**config.mk**
```make
export PLATFORM = sky130hd
export DESIGN_NAME = hw_word_bridge
export DESIGN_NICKNAME = d
export VERILOG_FILES = /design/src/rtl/hw_bridge_pkg.sv /design/src/rtl/hwb_decode.sv /design/src/rtl/hwb_hold.sv /design/src/rtl/hwb_resp.sv /design/src/rtl/hw_word_bridge.sv
export SDC_FILE = /design/constraint.sdc
export NUM_CORES = 1
export LEC_CHECK = 0
export ABC_AREA = 1
export BUFFER_PORTS_ARGS = -buffer_cell sky130_fd_sc_hd__buf_2
export CAP_MARGIN = 5
export CORE_ASPECT_RATIO = 1.25
export CORE_MARGIN = 2
export CORE_UTILIZATION = 46
export CTS_CLUSTER_DIAMETER = 50
export CTS_CLUSTER_SIZE = 28
export DETAILED_ROUTE_END_ITERATION = 6
export GPL_TIMING_DRIVEN = 0
export PLACE_DENSITY = 0.91
export SLEW_MARGIN = 20
export SYNTH_ARGS = -nofsm -noshare
export SYNTH_HDL_FRONTEND = slang
export SYNTH_HIERARCHICAL = 1
export SYNTH_SLANG_ARGS = --single-unit
```
**constraint.sdc**
```tcl
create_clock -name clk_i -period 0.95 [get_ports clk_i]
set_input_delay 0.0475 -clock clk_i [delete_from_list [all_inputs] [get_ports clk_i]]
set_output_delay 0.0475 -clock clk_i [all_outputs]
set_load 0.1 [all_outputs]
```
**src/rtl/hw_bridge_pkg.sv**
```systemverilog
package hw_bridge_pkg;
  typedef enum logic [2:0] {
    ACC_IDLE,
    ACC_WR_LO,
    ACC_WR_HI,
    ACC_RD_LO,
    ACC_RD_HI,
    ACC_BAD
  } acc_e;
endpackage

```
**src/rtl/hwb_decode.sv**
```systemverilog
module hwb_decode
  import hw_bridge_pkg::*;
(
  input  logic req_i,
  input  logic we_i,
  input  logic byte_i,
  input  logic upper_i,
  output acc_e kind_o
);
  always_comb begin
    kind_o = ACC_IDLE;
    if (req_i) begin
      if (byte_i)    kind_o = ACC_BAD;
      else if (we_i) kind_o = upper_i ? ACC_WR_HI : ACC_WR_LO;
      else           kind_o = upper_i ? ACC_RD_HI : ACC_RD_LO;
    end
  end
endmodule

```
**src/rtl/hwb_hold.sv**
```systemverilog
module hwb_hold
  import hw_bridge_pkg::*;
#(
  parameter int HW = 16
) (
  input  logic          clk_i,
  input  logic          rst_ni,
  input  acc_e          kind_i,
  input  logic [HW-1:0] wdata_i,
  input  logic [HW-1:0] rd_upper_i,
  output logic [HW-1:0] wlo_q_o,
  output logic [HW-1:0] rhi_q_o
);
  always_ff @(posedge clk_i or negedge rst_ni) begin
    if (!rst_ni) begin
      wlo_q_o <= '0;
      rhi_q_o <= '0;
    end else begin
      if (kind_i == ACC_WR_LO) wlo_q_o <= wdata_i;
      if (kind_i == ACC_RD_LO) rhi_q_o <= rd_upper_i;
    end
  end
endmodule

```
**src/rtl/hwb_resp.sv**
```systemverilog
module hwb_resp
  import hw_bridge_pkg::*;
#(
  parameter int HW = 16
) (
  input  logic          clk_i,
  input  logic          rst_ni,
  input  acc_e          kind_i,
  input  logic [HW-1:0] rd_lower_i,
  input  logic [HW-1:0] rhi_q_i,
  output logic [HW-1:0] rdata_o,
  output logic          ack_o,
  output logic          err_o
);
  always_ff @(posedge clk_i or negedge rst_ni) begin
    if (!rst_ni) begin
      rdata_o <= '0;
      ack_o   <= 1'b0;
      err_o   <= 1'b0;
    end else begin
      ack_o <= (kind_i != ACC_IDLE) && (kind_i != ACC_BAD);
      err_o <= (kind_i == ACC_BAD);
      if (kind_i == ACC_RD_LO)      rdata_o <= rd_lower_i;
      else if (kind_i == ACC_RD_HI) rdata_o <= rhi_q_i; // latch from an earlier lower read
    end
  end
endmodule

```
**src/rtl/hw_word_bridge.sv**
```systemverilog
module hw_word_bridge
  import hw_bridge_pkg::*;
#(
  parameter int AW = 12,
  parameter int HW = 16
) (
  input  logic            clk_i,
  input  logic            rst_ni,
  input  logic            req_i,
  input  logic            we_i,
  input  logic            byte_i,
  input  logic [AW-1:0]   addr_i,
  input  logic [HW-1:0]   wdata_i,
  output logic [HW-1:0]   rdata_o,
  output logic            ack_o,
  output logic            err_o,
  output logic            reg_we_o,
  output logic            reg_re_o,
  output logic [AW-1:0]   reg_addr_o,
  output logic [2*HW-1:0] reg_wdata_o,
  input  logic [2*HW-1:0] reg_rdata_i
);
  localparam int DW   = 2 * HW;
  localparam int OFFB = $clog2(DW / 8);
  localparam int HSEL = OFFB - 1;

  acc_e          kind;
  logic [HW-1:0] wlo_q;
  logic [HW-1:0] rhi_q;

  hwb_decode u_decode (
    .req_i  (req_i),
    .we_i   (we_i),
    .byte_i (byte_i),
    .upper_i(addr_i[HSEL]),
    .kind_o (kind)
  );

  hwb_hold #(.HW(HW)) u_hold (
    .clk_i     (clk_i),
    .rst_ni    (rst_ni),
    .kind_i    (kind),
    .wdata_i   (wdata_i),
    .rd_upper_i(reg_rdata_i[DW-1:HW]),
    .wlo_q_o   (wlo_q),
    .rhi_q_o   (rhi_q)
  );

  hwb_resp #(.HW(HW)) u_resp (
    .clk_i     (clk_i),
    .rst_ni    (rst_ni),
    .kind_i    (kind),
    .rd_lower_i(reg_rdata_i[HW-1:0]),
    .rhi_q_i   (rhi_q),
    .rdata_o   (rdata_o),
    .ack_o     (ack_o),
    .err_o     (err_o)
  );

  assign reg_we_o    = (kind == ACC_WR_HI);
  assign reg_re_o    = (kind == ACC_RD_LO);
  assign reg_addr_o  = {addr_i[AW-1:OFFB], {OFFB{1'b0}}};
  assign reg_wdata_o = {wdata_i, wlo_q};
endmodule

```
# ---- Word level (Yosys, flattened, before mapping)
# Index checks and enable logic that the tools add are counted.
dict set report classes {
  n_eq_ne 6
  mux 7
  n_reduce_logical 3
}
# op n
set ops {}
lappend ops {{$mux 16} 2}
lappend ops {{$mux 3} 4}
lappend ops {{$eq 3x2->1 const B} 2}
lappend ops {{$eq 3x3->1 const B} 2}
lappend ops {{$eq 3x1->1 const B} 1}
lappend ops {{$ne 3x3->1 const B} 1}
lappend ops {{$reduce_bool 3->1} 1}
lappend ops {{$mux 2} 1}
lappend ops {{$reduce_bool 2->1} 1}
lappend ops {{$logic_and 1x1->1} 1}
dict set report word_totals {
  ff_bits 50
  output_inout_bits 64
}

# ---- Longest topological paths before layout
# Gate-level depths: netlist (run 1).
dict set report depth {
  depth_word 7
  ltp_mapped 12
}

# ---- Hierarchy
# Netlist (run 1), hierarchy kept.
# module n_inst cells_each area_per_inst_um2
set by_module_without_submodules {}
lappend by_module_without_submodules {hwb_hold 1 144 1370.1}
lappend by_module_without_submodules {hwb_resp 1 131 985.9}
lappend by_module_without_submodules {hw_word_bridge 1 34 232.7}
lappend by_module_without_submodules {hwb_decode 1 9 47.5}

# ---- Worst setup path before layout (run 1)
# OpenSTA, ideal clock, no wires.
dict set report synth_path {
  kind {input port to output port}
  start {in we_i}
  end {out reg_we_o}
  arrival_time_ns 1.936
  slack_ns -1.033
  path_stages 6
  path_buffers 0
  cell_sequence {inv_1 > ha_1 > nand2_1 > nor2_1 > nand2_1 > nor2_1}
}
dict set report synth_between {
  elab_chain_cells 4
}
# element line_no
set synth_rtl {}
lappend synth_rtl {{start, declared} hw_word_bridge.sv:10} ;# input logic we_i,
lappend synth_rtl {{$mux 3} hwb_decode.sv:14} ;# else if (we_i) kind_o = upper_i ? ACC_WR_HI : ACC_WR_LO;
lappend synth_rtl {{$mux 3} hwb_decode.sv:13} ;# if (byte_i) kind_o = ACC_BAD;
lappend synth_rtl {{$mux 3} hwb_decode.sv:12} ;# if (req_i) begin
lappend synth_rtl {{net kind[1]} hw_word_bridge.sv:27} ;# acc_e kind;
lappend synth_rtl {{$eq 3x2->1} hw_word_bridge.sv:60} ;# assign reg_we_o = (kind == ACC_WR_HI);
lappend synth_rtl {{end, declared} hw_word_bridge.sv:17} ;# output logic reg_we_o,
# The timed path passes the listed nets, and every way through them passes these cells.

# ---- Final worst setup path (run 1)
dict set report layout_path {
  start {in addr_i[1]}
  end {reg u_resp.rdata_o[6]}
}
dict set report layout_between {
  elab_chain_cells 6
}
# element line_no
set layout_rtl {}
lappend layout_rtl {{start, declared} hw_word_bridge.sv:12} ;# input logic [AW-1:0] addr_i,
lappend layout_rtl {{$mux 3 / $mux 2 (equally long branches)} {hwb_decode.sv:15, hwb_decode.sv:14}}
lappend layout_rtl {{$mux 3 (*)} hwb_decode.sv:14}
lappend layout_rtl {{$mux 3 (*)} hwb_decode.sv:13}
lappend layout_rtl {{$mux 3 (*)} hwb_decode.sv:12}
lappend layout_rtl {{net kind[1]} hw_word_bridge.sv:27}
lappend layout_rtl {{$eq 3x2->1 / $eq 3x3->1 (equally long branches)} {hwb_resp.sv:23, hwb_resp.sv:24}}
lappend layout_rtl {{$mux 16 / $reduce_bool 2->1 (equally long branches)} -}
lappend layout_rtl {{end signal, assigned} hwb_resp.sv:23} ;# if (kind_i == ACC_RD_LO) rdata_o <= rd_lower_i;
lappend layout_rtl {{end signal, assigned} hwb_resp.sv:24} ;# else if (kind_i == ACC_RD_HI) rdata_o <= rhi_q_i;
lappend layout_rtl {{end, declared} hwb_resp.sv:11} ;# output logic [HW-1:0] rdata_o,
# Mark *: on every way through the listed nets, which the timed path passes. The rest lies on a longest branch.
# A chain may end at the register's enable or synchronous reset.

==> results.py, run 1 <==
metrics = {
    "worst_setup_path": {
        "setup.worst_path.class": "in2reg",
        "critPathMaxStageDelay_ns": 0.26,
        "start_kind": "input pin",
        "register_to_register_setup_slack_ns": 0.06,
        "cpMostUsedCell": "sky130_fd_sc_hd__nand2_4",
        "timing.critical_path.max_delay_family": "simple AND/OR/NAND/NOR gates",
        "crit_path_max_fanout": 8,
        "cp_data_arrival_time_ns": 1.32,
        "crit_chain": "buf_8 -> ha_4 -> nand2_4 -> nor2_4 -> buf_6 -> nand3_4 -> nand2_4 -> inv_6 -> buf_8 -> nand2_4 -> nand2_2",
        "critical_path_required_ns": 1.14,
        "worst-path-buf-inv": 4,
        "cp-end-kind": "flop",
        "rr_endpoint": "u_resp/rdata_o[4]",
        "r2r-start": "u_resp/rdata_o[4]",
        "cp_slowest_cell": "sky130_fd_sc_hd__ha_4",
        "reg2regPathDepth": 4,
    },
    "synthesis": {
        "synthArstFlopShare_pct": 100,
        "post-synth-top-count-cell": "sky130_fd_sc_hd__nand2_1",
        "synth_enable_flop_cells": 0,
        "yosysWarningCount": 6,
        "combined_area_of_all_synthesized_cells_um2": 2640,
        "synth_top_flop_cell": "sky130_fd_sc_hd__dfrtp_1",
        "synth_cells": 318,
        "synth_xor_area_share_pct": 0,
        "synth_area_per_cell_um2": 8.29,
        "synth.top_cells.by_area": "sky130_fd_sc_hd__dfrtp_1 47%, sky130_fd_sc_hd__nand2_1 21%, sky130_fd_sc_hd__nand4_1 11%",
        "main_combinational_cell_family_by_area_after_synthesis": "simple AND/OR/NAND/NOR gates",
        "synth_simple_gate_area_share_pct": 36.4,
        "yosysTopAreaCell": "sky130_fd_sc_hd__dfrtp_1",
        "post-synth-top-area-fraction_pct": 47.5,
        "ys_seq_area_share_pct": 47.5,
        "synth-adder-area-share_pct": 0.475,
        "synth-compound-area-share_pct": 0.522,
        "yosys-top-cells-count": "148 x sky130_fd_sc_hd__nand2_1, 50 x sky130_fd_sc_hd__dfrtp_1, 48 x sky130_fd_sc_hd__nand4_1",
        "yosys-mux-area-fraction_pct": 0,
        "post_synth_num_cell_types": 20,
        "ys_seq_elements": 50,
    },
    "clock_network": {
        "cts-root-to-sink-buffers": 2,
        "cts_num_sinks": 50,
        "clock_pin_transition_on_the_worst_setup_and_hold_timing_paths_ns": 0.09,
        "root_buffer": "sky130_fd_sc_hd__clkbuf_8",
        "cts_htree_levels": 2,
        "cts_inserted_buffers": 5,
        "tritoncts": "done",
        "clk-insertion-delay-late_ns": 0.30,
    },
    "die": {
        "die_height_um": 88.6,
        "std_cell_rows": 30,
        "die_area_um2": 6360,
        "die_width_um": 71.7,
        "initial_utilization_pct": 48.1,
        "core_area_um2": 5480,
        "io_pins": 129,
    },
    "min_path": {
        "min-delay-path-class": "in2reg",
        "hold_path_depth": 3,
        "hold_start": "reg_rdata_i[28]",
        "whs_endpoint": "u_hold/rhi_q_o[12]",
    },
    "route": {
        "drt_wl_total_um": 8300,
        "routed-via-count": 2839,
        "drc": 0,
        "dr.first_iter.drc_count": 144,
        "postRouteAntennaNets": 0,
        "wl_per_cell_um": 15.1,
        "detail_route.vias_per_cell": 5.16,
        "drt_pass1_iterations": 4,
    },
    "placed_design": {
        "gpl.final_weighted_congestion": 0.841,
        "numPortBuffers": 115,
        "dp_hpwl_um": 4910,
    },
    "grt": {
        "gr-total-overflow": 0,
        "wire_length_of_the_first_global_routing_pass_um": 12000,
        "first_global_vias": 2669,
        "grt_max_degree": 51,
        "grt_use_total_pct": 24.4,
        "number_of_antenna_violations_at_the_first_check_in_global_routing": 0,
    },
    "final_layout": {
        "final_net_count": 551,
        "fraction_of_layout_cells_with_a_size_suffix_above_1_pct": 52.1,
        "insertedDiodeCount": 0,
        "synthToLayoutAreaGrowth_pct": 71.4,
        "multi_input_area_um2": 1120,
        "final-seq-area_um2": 1280,
        "final.fill_count": 339,
    },
    "power": {
        "irDropWorstVdd_uv": 1380,
        "share_clk_of_total_power_pct": 11.1,
        "internal_power_w": 0.00542,
        "cellLeakagePower_nw": 2.39,
        "power_density_nw_per_um2": 2350,
        "sequential_fraction_of_design_power_pct": 29.8,
        "power.switching_w": 0.00522,
        "power.share.switching_pct": 49.1,
        "share_comb_of_total_power_pct": 59.1,
    },
    "sta": {
        "worst_slew_pin_slew_ns": 0.618,
        "post_layout_min_period_ns": 1.13,
        "final-max-slew-violation-count": 0,
        "final_worst_slack_ns": -0.176,
        "timing.fmax_ghz": 0.888,
        "hold_fails_final_rpt": 0,
        "fin_tns_setup_ns": -6.37,
        "final_worst_path_period_share_pct": 118,
        "setup_viol_count_final": 65,
        "rsz0062_at_grt": "true",
        "hold-worst-slack_ns": 0.00696,
        "finClkSkew_ns": 0.00680,
        "timing.max_slew.rel_slack_pct": 58.8,
    },
    "outcome": {
        "violations": "setup timing",
        "status": "complete, but fails checks",
    },
    "flow_run": {
        "number_of_max_capacitance_violations_reported": 0,
    },
}
==> stage by stage <==
step,area [µm²],util (%),instances,setup WS [ns],power [W]
4_1_cts,4250,77.6,538,-0.0939,0.0101
6_report,4520,82.5,550,-0.176,0.0106
3_5_place_dp,3400,62.0,498,-0.612,0.00763
3_3_place_gp,3400,62.0,498,-0.561,0.00755
2_1_floorplan,2740,-,319,-0.317,0.00682
5_1_grt,4520,82.5,550,-0.222,0.0110
==> power by group through the flow <==
stage | combinational [W] | sequential (W) | clock [W]
2_1_floorplan | 0.00139 | 0.00544 | 0
3_3_place_gp | 0.00458 | 0.00297 | 0
3_5_place_dp | 0.00465 | 0.00298 | 0
4_1_cts | 0.00582 | 0.00311 | 0.00121
5_1_grt | 0.00653 | 0.00324 | 0.00128
6_report | 0.00629 | 0.00317 | 0.00118
==> per-layer routing <==
layer / global-route usage, % / part of all wire, %
met2: 47.9 / 56
met5: 0 / 0
met4: 8.58 / 2.0
met3: 5.81 / 7.2
met1: 25.1 / 35
==> area by class of cell <==
class                      instances  area share, %
buffer                            48           8.53
inverter                           8           1.27
sequential                        50           28.3
clock buffer                       8           1.77
timing repair buffer             159           33.7
tap                               64           1.77
multi-input combinational        213           24.7
==> registers in the layout, summed over array words and instances, names as in the netlist <==
signal / cells
u_resp/err_o: 1
u_resp/ack_o: 1
u_resp/rdata_o: 16
u_hold/rhi_q_o: 16
u_hold/wlo_q_o: 16
==> cell usage in the layout (no fill, tap or decap) <==
| cell | n |
|---|---|
| sky130_fd_sc_hd__nand2_1 | 132 |
| sky130_fd_sc_hd__buf_2 | 84 |
| sky130_fd_sc_hd__buf_4 | 57 |
| sky130_fd_sc_hd__nand4_1 | 48 |
| sky130_fd_sc_hd__buf_12 | 34 |
| sky130_fd_sc_hd__dfrtp_1 | 28 |
| sky130_fd_sc_hd__dfrtp_2 | 22 |
| sky130_fd_sc_hd__dlygate4sd3_1 | 15 |
| sky130_fd_sc_hd__nand2_2 | 11 |
| sky130_fd_sc_hd__buf_6 | 8 |
| sky130_fd_sc_hd__buf_8 | 7 |
| sky130_fd_sc_hd__nand2_4 | 7 |
| sky130_fd_sc_hd__nor2_4 | 5 |
| sky130_fd_sc_hd__clkbuf_8 | 5 |
| sky130_fd_sc_hd__inv_1 | 3 |
| sky130_fd_sc_hd__clkbuf_1 | 3 |
| sky130_fd_sc_hd__nand3_4 | 3 |
| sky130_fd_sc_hd__conb_1 | 2 |
| sky130_fd_sc_hd__clkbuf_16 | 1 |
| sky130_fd_sc_hd__inv_8 | 1 |
| sky130_fd_sc_hd__nor2_1 | 1 |
| sky130_fd_sc_hd__a21oi_4 | 1 |
| sky130_fd_sc_hd__ha_4 | 1 |
| sky130_fd_sc_hd__clkinv_8 | 1 |
| sky130_fd_sc_hd__inv_2 | 1 |
| sky130_fd_sc_hd__inv_4 | 1 |
| sky130_fd_sc_hd__clkbuf_4 | 1 |
| sky130_fd_sc_hd__nor2_2 | 1 |
| sky130_fd_sc_hd__a21oi_1 | 1 |
| sky130_fd_sc_hd__inv_6 | 1 |
==> how the worst max path moves through the flow <==
stage	to	start	slack [ns]	cells after the start
3_5_place_dp	u_resp/rdata_o[6]	we_i	-0.61	12
2_1_floorplan	u_resp/rdata_o[0]	we_i	-0.32	11
3_3_place_gp	u_resp/rdata_o[4]	we_i	-0.56	12
5_1_grt	u_hold/wlo_q_o[15]	we_i	-0.22	12
6_report	u_resp/rdata_o[6]	addr_i[1]	-0.18	11
4_1_cts	u_resp/rdata_o[6]	we_i	-0.09	12
==> cells by family after synthesis <==
family / count (synthesis)
other: 1
and+or+nand+nor: 208
DFF: 50
buffers and inverters: 56
adders and majority gates: 1
AOI/OAI and AO/OA: 2
==> worst min-delay path, stage by stage <==
cell	delay [ns]
sky130_fd_sc_hd__buf_2	0.10
sky130_fd_sc_hd__nand4_1	0.08
sky130_fd_sc_hd__nand2_1	0.05
==> what timing repair did <==
item / 4_1_cts / 5_1_grt
gates resized for setup: 140 / 39
pin swaps: 5 / 4
hold buffers: 14 / 1
endpoints found under the setup margin: 84 / 85
setup buffers: 16 / 10
gates cloned: 2 / 1
hold endpoints to repair: 64 / 50
Note: power is estimated with default switching activity, not from simulation.
==> run 2: changes to the inputs <==
--- a/config.mk
+++ b/config.mk
@@ -8,14 +8,16 @@
 export ABC_AREA = 1
 export BUFFER_PORTS_ARGS = -buffer_cell sky130_fd_sc_hd__buf_2
 export CAP_MARGIN = 5
+export CELL_PAD_IN_SITES_DETAIL_PLACEMENT = 1
+export CELL_PAD_IN_SITES_GLOBAL_PLACEMENT = 1
 export CORE_ASPECT_RATIO = 1.25
 export CORE_MARGIN = 2
-export CORE_UTILIZATION = 46
+export CORE_UTILIZATION = 32
 export CTS_CLUSTER_DIAMETER = 50
 export CTS_CLUSTER_SIZE = 28
 export DETAILED_ROUTE_END_ITERATION = 6
 export GPL_TIMING_DRIVEN = 0
-export PLACE_DENSITY = 0.91
+export PLACE_DENSITY = 0.9
 export SLEW_MARGIN = 20
 export SYNTH_ARGS = -nofsm -noshare
 export SYNTH_HDL_FRONTEND = slang
==> run 2 against run 1 <==
The run still ends with setup timing left. Critical endpoint is now u_resp/rdata_o[5]. Largest cell class unchanged. Power is 3.4% higher. Setup slack worse by 0.023 ns. Largest power group unchanged. Design area is 1.8% lower. Global-route usage is 6.0 points lower. Via count is 4.3% lower. Fmax is 2.0% lower. Clock-buffer cell count is 1 lower. Non-clock buffer count is 13 lower. Combinational power is 0.6% lower. Die area is 41% higher.
==> results.py, run 2 (same netlist as run 1, synthesis figures left out) <==
metrics = {
    "outcome": {
        "status": "complete, but fails checks",
        "violations": "setup timing",
    },
    "worst_setup_path": {
        "timing.critical_path.max_delay_family": "simple AND/OR/NAND/NOR gates",
        "start_kind": "input pin",
        "register_to_register_setup_slack_ns": 0.07,
        "cp_data_arrival_time_ns": 1.34,
        "cp_slowest_cell": "sky130_fd_sc_hd__ha_4",
        "setup.worst_path.class": "in2reg",
        "worst-path-buf-inv": 4,
        "crit_chain": "buf_8 -> ha_4 -> nand2_4 -> nor2_4 -> buf_6 -> nand3_4 -> nand2_4 -> inv_6 -> buf_6 -> nand2_2 -> nand2_1",
        "cp-end-kind": "flop",
        "crit_path_max_fanout": 6,
        "critical_path_required_ns": 1.14,
        "critPathMaxStageDelay_ns": 0.26,
    },
    "route": {
        "dr.first_iter.drc_count": 73,
        "postRouteAntennaNets": 0,
        "routed-via-count": 2716,
        "detail_route.vias_per_cell": 4.76,
        "drt_pass1_iterations": 4,
        "drc": 0,
        "drt_wl_total_um": 8970,
        "wl_per_cell_um": 15.7,
    },
    "power": {
        "internal_power_w": 0.00572,
        "power_density_nw_per_um2": 2480,
        "power.switching_w": 0.00528,
        "fin_total_pwr_w": 0.0110,
        "power.share.switching_pct": 48.0,
        "share_comb_of_total_power_pct": 56.8,
        "sequential_fraction_of_design_power_pct": 28.9,
        "irDropWorstVdd_uv": 1690,
        "cellLeakagePower_nw": 2.33,
        "share_clk_of_total_power_pct": 14.3,
    },
    "sta": {
        "fin_tns_setup_ns": -5.28,
        "post_layout_min_period_ns": 1.15,
        "worst_slew_pin_slew_ns": 0.646,
        "final_worst_slack_ns": -0.198,
        "final-max-slew-violation-count": 0,
        "final_worst_path_period_share_pct": 121,
        "setup_viol_count_final": 54,
        "finClkSkew_ns": 0.00557,
        "timing.max_slew.rel_slack_pct": 56.9,
        "rsz0062_at_grt": "true",
        "hold_fails_final_rpt": 0,
        "timing.fmax_ghz": 0.871,
    },
    "die": {
        "die_height_um": 105,
        "std_cell_rows": 37,
        "core_area_um2": 8100,
        "die_area_um2": 8990,
        "initial_utilization_pct": 32.5,
        "io_pins": 129,
        "die_width_um": 85.2,
    },
    "clock_network": {
        "cts_inserted_buffers": 5,
        "tritoncts": "done",
        "clk-insertion-delay-late_ns": 0.30,
        "root_buffer": "sky130_fd_sc_hd__clkbuf_8",
        "cts_htree_levels": 2,
        "clock_pin_transition_on_the_worst_setup_and_hold_timing_paths_ns": 0.10,
        "cts-root-to-sink-buffers": 2,
        "cts_num_sinks": 50,
    },
    "final_layout": {
        "mostFrequentLayoutCells": "127 x sky130_fd_sc_hd__nand2_1, 81 x sky130_fd_sc_hd__buf_2, 61 x sky130_fd_sc_hd__buf_4, 48 x sky130_fd_sc_hd__nand4_1, 34 x sky130_fd_sc_hd__buf_12",
        "fraction_of_layout_cells_with_a_size_suffix_above_1_pct": 54.8,
        "synthToLayoutAreaGrowth_pct": 68.3,
        "final_common_cell": "sky130_fd_sc_hd__nand2_1",
        "final.fill_count": 919,
        "layout.cell_area.non_filler_um2": 4440,
        "largest_registers": "u_hold/rhi_q_o x16, u_hold/wlo_q_o x16, u_resp/rdata_o x16",
        "final_net_count": 538,
        "insertedDiodeCount": 0,
        "multi_input_area_um2": 1110,
        "final-seq-area_um2": 1280,
    },
    "placed_design": {
        "gpl.final_weighted_congestion": 0.839,
        "numPortBuffers": 115,
        "detailed_place.area_um2": 3440,
        "place_ws_ns": -0.640,
        "dp_hpwl_um": 6060,
    },
    "grt": {
        "grt_use_total_pct": 18.4,
        "number_of_antenna_violations_at_the_first_check_in_global_routing": 0,
        "grt_max_degree": 51,
        "first_global_vias": 2807,
        "wire_length_of_the_first_global_routing_pass_um": 13600,
        "gr-total-overflow": 0,
    },
    "min_path": {
        "min-delay-path-class": "in2reg",
    },
    "flow_run": {
        "number_of_max_capacitance_violations_reported": 0,
    },
}
-- run 2: per-layer routing --
layer,global-route usage (%),share of wire (%),vias to the layer above
met1,20.2,37,1314
met2,35.9,58,87
li1,-,-,1311
met5,0,0,-
met4,2.83,0.22,0
met3,4.23,5.7,4
-- run 2: cell type report --
class | count | area share, %
Tap cell | 97 | 2.73
Sequential cell | 50 | 28.8
Inverter | 8 | 1.35
Clock inverter | 1 | 0.677
Clock buffer | 7 | 1.95
Buffer | 48 | 8.60
Multi-Input combinational cell | 213 | 24.9
Timing Repair Buffer | 146 | 31.0
-- run 2: final timing paths --
check	end	cells after the start	startpoint
max	u_resp/rdata_o[5]	11	addr_i[1]
min reg2reg	u_hold/rhi_q_o[11]	2	u_hold/rhi_q_o[11]
min in group asynchronous	u_hold/wlo_q_o[1]	2	rst_ni
min	u_hold/rhi_q_o[11]	3	reg_rdata_i[27]
max in group asynchronous	u_hold/wlo_q_o[11]	2	rst_ni
max reg2reg	u_resp/rdata_o[12]	4	u_resp/rdata_o[12]
-- run 2: per-stage QoR --
stage	util (%)	instances	hold slack, ns
2_1_floorplan	-	319	-0.248
3_3_place_gp	42.5	531	0.295
3_5_place_dp	42.5	531	0.311
4_1_cts	52.0	557	-0.00376
5_1_grt	54.8	570	-0.00559
6_report	54.8	570	0.000574
-- run 2: power by group through the flow --
| stage | Combinational, W | Clock [W] | Sequential [W] |
|---|---|---|---|
| 2_1_floorplan | 0.00139 | 0 | 0.00544 |
| 3_5_place_dp | 0.00471 | 0 | 0.00299 |
| 5_1_grt | 0.00650 | 0.00169 | 0.00324 |
| 3_3_place_gp | 0.00461 | 0 | 0.00297 |
| 4_1_cts | 0.00584 | 0.00160 | 0.00313 |
| 6_report | 0.00625 | 0.00157 | 0.00318 |
-- run 2: worst min-delay path, delay by kind of cell --
kind	cells	cell delay (ns)
buf+inv	1	0.10
simple gates	2	0.13
-- run 2: what timing repair did --
item | 4_1_cts | 5_1_grt
endpoints found under the setup margin | 86 | 85
setup buffers | 14 | 11
hold endpoints to repair | 24 | 51
pin swaps | 7 | 7
hold buffers | 3 | 2
gates cloned | 1 | 0
gates resized for setup | 149 | 33
==> run 3: changes to the inputs <==
--- a/config.mk
+++ b/config.mk
@@ -18,6 +18,7 @@
 export DETAILED_ROUTE_END_ITERATION = 6
 export GPL_TIMING_DRIVEN = 0
 export PLACE_DENSITY = 0.9
+export RECOVER_POWER = 50
 export SLEW_MARGIN = 20
 export SYNTH_ARGS = -nofsm -noshare
 export SYNTH_HDL_FRONTEND = slang
==> run 3 against run 2 <==
The run still ends with setup timing left. Combinational power hardly changed. Clock power about the same. Register-to-register slack is essentially flat. Flip-flop and latch count is the same. Non-clock buffer count unchanged. Critical path type unchanged. Critical endpoint unchanged.
==> results.py, run 3 (same netlist as run 1, synthesis figures left out) <==
metrics = {
    "outcome": {
        "status": "complete, but fails checks",
        "violations": "setup timing",
    },
    "final_layout": {
        "insertedDiodeCount": 0,
        "final_net_count": 538,
        "fraction_of_layout_cells_with_a_size_suffix_above_1_pct": 54.8,
        "final_common_cell": "sky130_fd_sc_hd__nand2_1",
        "multi_input_area_um2": 1110,
        "largest_registers": "u_hold/rhi_q_o x16, u_hold/wlo_q_o x16, u_resp/rdata_o x16",
        "final_core_util_pct": 54.8,
        "final.fill_count": 919,
        "final-seq-area_um2": 1280,
        "synthToLayoutAreaGrowth_pct": 68.3,
        "mostFrequentLayoutCells": "127 x sky130_fd_sc_hd__nand2_1, 60 x sky130_fd_sc_hd__buf_4, 55 x sky130_fd_sc_hd__buf_2, 48 x sky130_fd_sc_hd__nand4_1, 34 x sky130_fd_sc_hd__buf_12",
        "layout.cell_area.non_filler_um2": 4440,
    },
    "die": {
        "std_cell_rows": 37,
        "core_area_um2": 8100,
        "die_width_um": 85.2,
        "io_pins": 129,
        "die_area_um2": 8990,
        "die_height_um": 105,
        "initial_utilization_pct": 32.5,
    },
    "clock_network": {
        "tritoncts": "done",
        "cts_num_sinks": 50,
        "clock_pin_transition_on_the_worst_setup_and_hold_timing_paths_ns": 0.10,
        "clk-insertion-delay-late_ns": 0.30,
        "cts_inserted_buffers": 5,
        "cts-root-to-sink-buffers": 2,
        "cts_htree_levels": 2,
        "root_buffer": "sky130_fd_sc_hd__clkbuf_8",
    },
    "route": {
        "routed-via-count": 2724,
        "dr.first_iter.drc_count": 84,
        "drt_pass1_iterations": 4,
        "postRouteAntennaNets": 0,
        "drt_wl_total_um": 9000,
        "drc": 0,
        "detail_route.vias_per_cell": 4.78,
        "wl_per_cell_um": 15.8,
    },
    "grt": {
        "number_of_antenna_violations_at_the_first_check_in_global_routing": 0,
        "grt_max_degree": 51,
        "gr-total-overflow": 0,
        "wire_length_of_the_first_global_routing_pass_um": 13600,
        "first_global_vias": 2807,
        "grt_use_total_pct": 18.4,
    },
    "min_path": {
        "min-delay-path-class": "in2reg",
    },
    "sta": {
        "finClkSkew_ns": 0.00619,
        "post_layout_min_period_ns": 1.14,
        "hold_fails_final_rpt": 0,
        "timing.max_slew.rel_slack_pct": 56.5,
        "final_worst_slack_ns": -0.194,
        "fin_tns_setup_ns": -5.31,
        "final-max-slew-violation-count": 0,
        "final_worst_path_period_share_pct": 120,
        "setup_viol_count_final": 54,
        "rsz0062_at_grt": "true",
        "worst_slew_pin_slew_ns": 0.652,
        "timing.fmax_ghz": 0.874,
    },
    "power": {
        "power_density_nw_per_um2": 2480,
        "cellLeakagePower_nw": 2.33,
        "fin_total_pwr_w": 0.0110,
        "irDropWorstVdd_uv": 1690,
    },
    "worst_setup_path": {
        "cp-end-kind": "flop",
        "setup.worst_path.class": "in2reg",
        "critical_path_required_ns": 1.14,
        "cp_data_arrival_time_ns": 1.34,
        "crit_path_max_fanout": 6,
        "start_kind": "input pin",
    },
    "placed_design": {
        "detailed_place.area_um2": 3440,
        "dp_hpwl_um": 6060,
        "numPortBuffers": 115,
        "place_ws_ns": -0.640,
        "gpl.final_weighted_congestion": 0.839,
    },
    "flow_run": {
        "number_of_max_capacitance_violations_reported": 0,
    },
}
[run 3: worst paths after layout]
kind | start | to | slack [ns] | cells after the start
setup / recovery | addr_i[1] | u_resp/rdata_o[5] | -0.19 | 11
hold / removal | reg_rdata_i[27] | u_hold/rhi_q_o[11] | 0.0006 | 3
setup reg to reg | u_resp/rdata_o[12] | u_resp/rdata_o[12] | 0.06 | 4
hold reg to reg | u_hold/rhi_q_o[11] | u_hold/rhi_q_o[11] | 0.48 | 2
max in group asynchronous | rst_ni | u_hold/wlo_q_o[11] | 0.15 | 2
min in group asynchronous | rst_ni | u_hold/wlo_q_o[1] | 0.31 | 2
[run 3: critical path, stage by stage]
cell	delay [ns]
sky130_fd_sc_hd__buf_8	0.10
sky130_fd_sc_hd__ha_4	0.26
sky130_fd_sc_hd__nand2_4	0.05
sky130_fd_sc_hd__nor2_4	0.18
sky130_fd_sc_hd__buf_6	0.16
sky130_fd_sc_hd__nand3_4	0.10
sky130_fd_sc_hd__nand2_4	0.13
sky130_fd_sc_hd__inv_6	0.06
sky130_fd_sc_hd__buf_6	0.13
sky130_fd_sc_hd__nand2_2	0.06
sky130_fd_sc_hd__nand2_1	0.05
[run 3: power by group]
group	switching, W	internal, W	leakage [nW]	total, W
clock	0.000714	0.000860	0.0585	0.00157
sequential	0.000500	0.00268	0.607	0.00318
combinational	0.00408	0.00217	1.67	0.00625
[run 3: area by class of cell]
class | count | area share (%)
inverters | 8 | 1.35
plain buffers | 48 | 8.60
clock inverters | 1 | 0.677
well taps | 97 | 2.73
multi-input cells | 213 | 24.9
flip-flops and latches | 50 | 28.8
clock buffers | 7 | 1.95
repair buffers | 146 | 31.0
[run 3: metrics by stage]
stage | std cells | hold WS [ns]
6_report | 570 | 0.000597
2_1_floorplan | 319 | -0.248
4_1_cts | 557 | -0.00376
5_1_grt | 570 | -0.00559
3_5_place_dp | 531 | 0.311
3_3_place_gp | 531 | 0.295
[run 3: repair_timing]
item	in CTS	in global routing
buffers inserted	14	11
resized for setup	149	33
gates cloned	1	0
hold buffers	3	2
hold endpoints to repair	24	51
pin swaps	7	7
setup endpoints to repair	86	85
[run 3: routing by layer]
layer / vias to the layer above / global-route usage [%] / routed length (µm)
met5: - / 0 / 0
met4: 0 / 2.83 / 20
met3: 4 / 4.23 / 507
met2: 85 / 35.9 / 5180
met1: 1323 / 20.2 / 3290
li1: 1312 / - / -
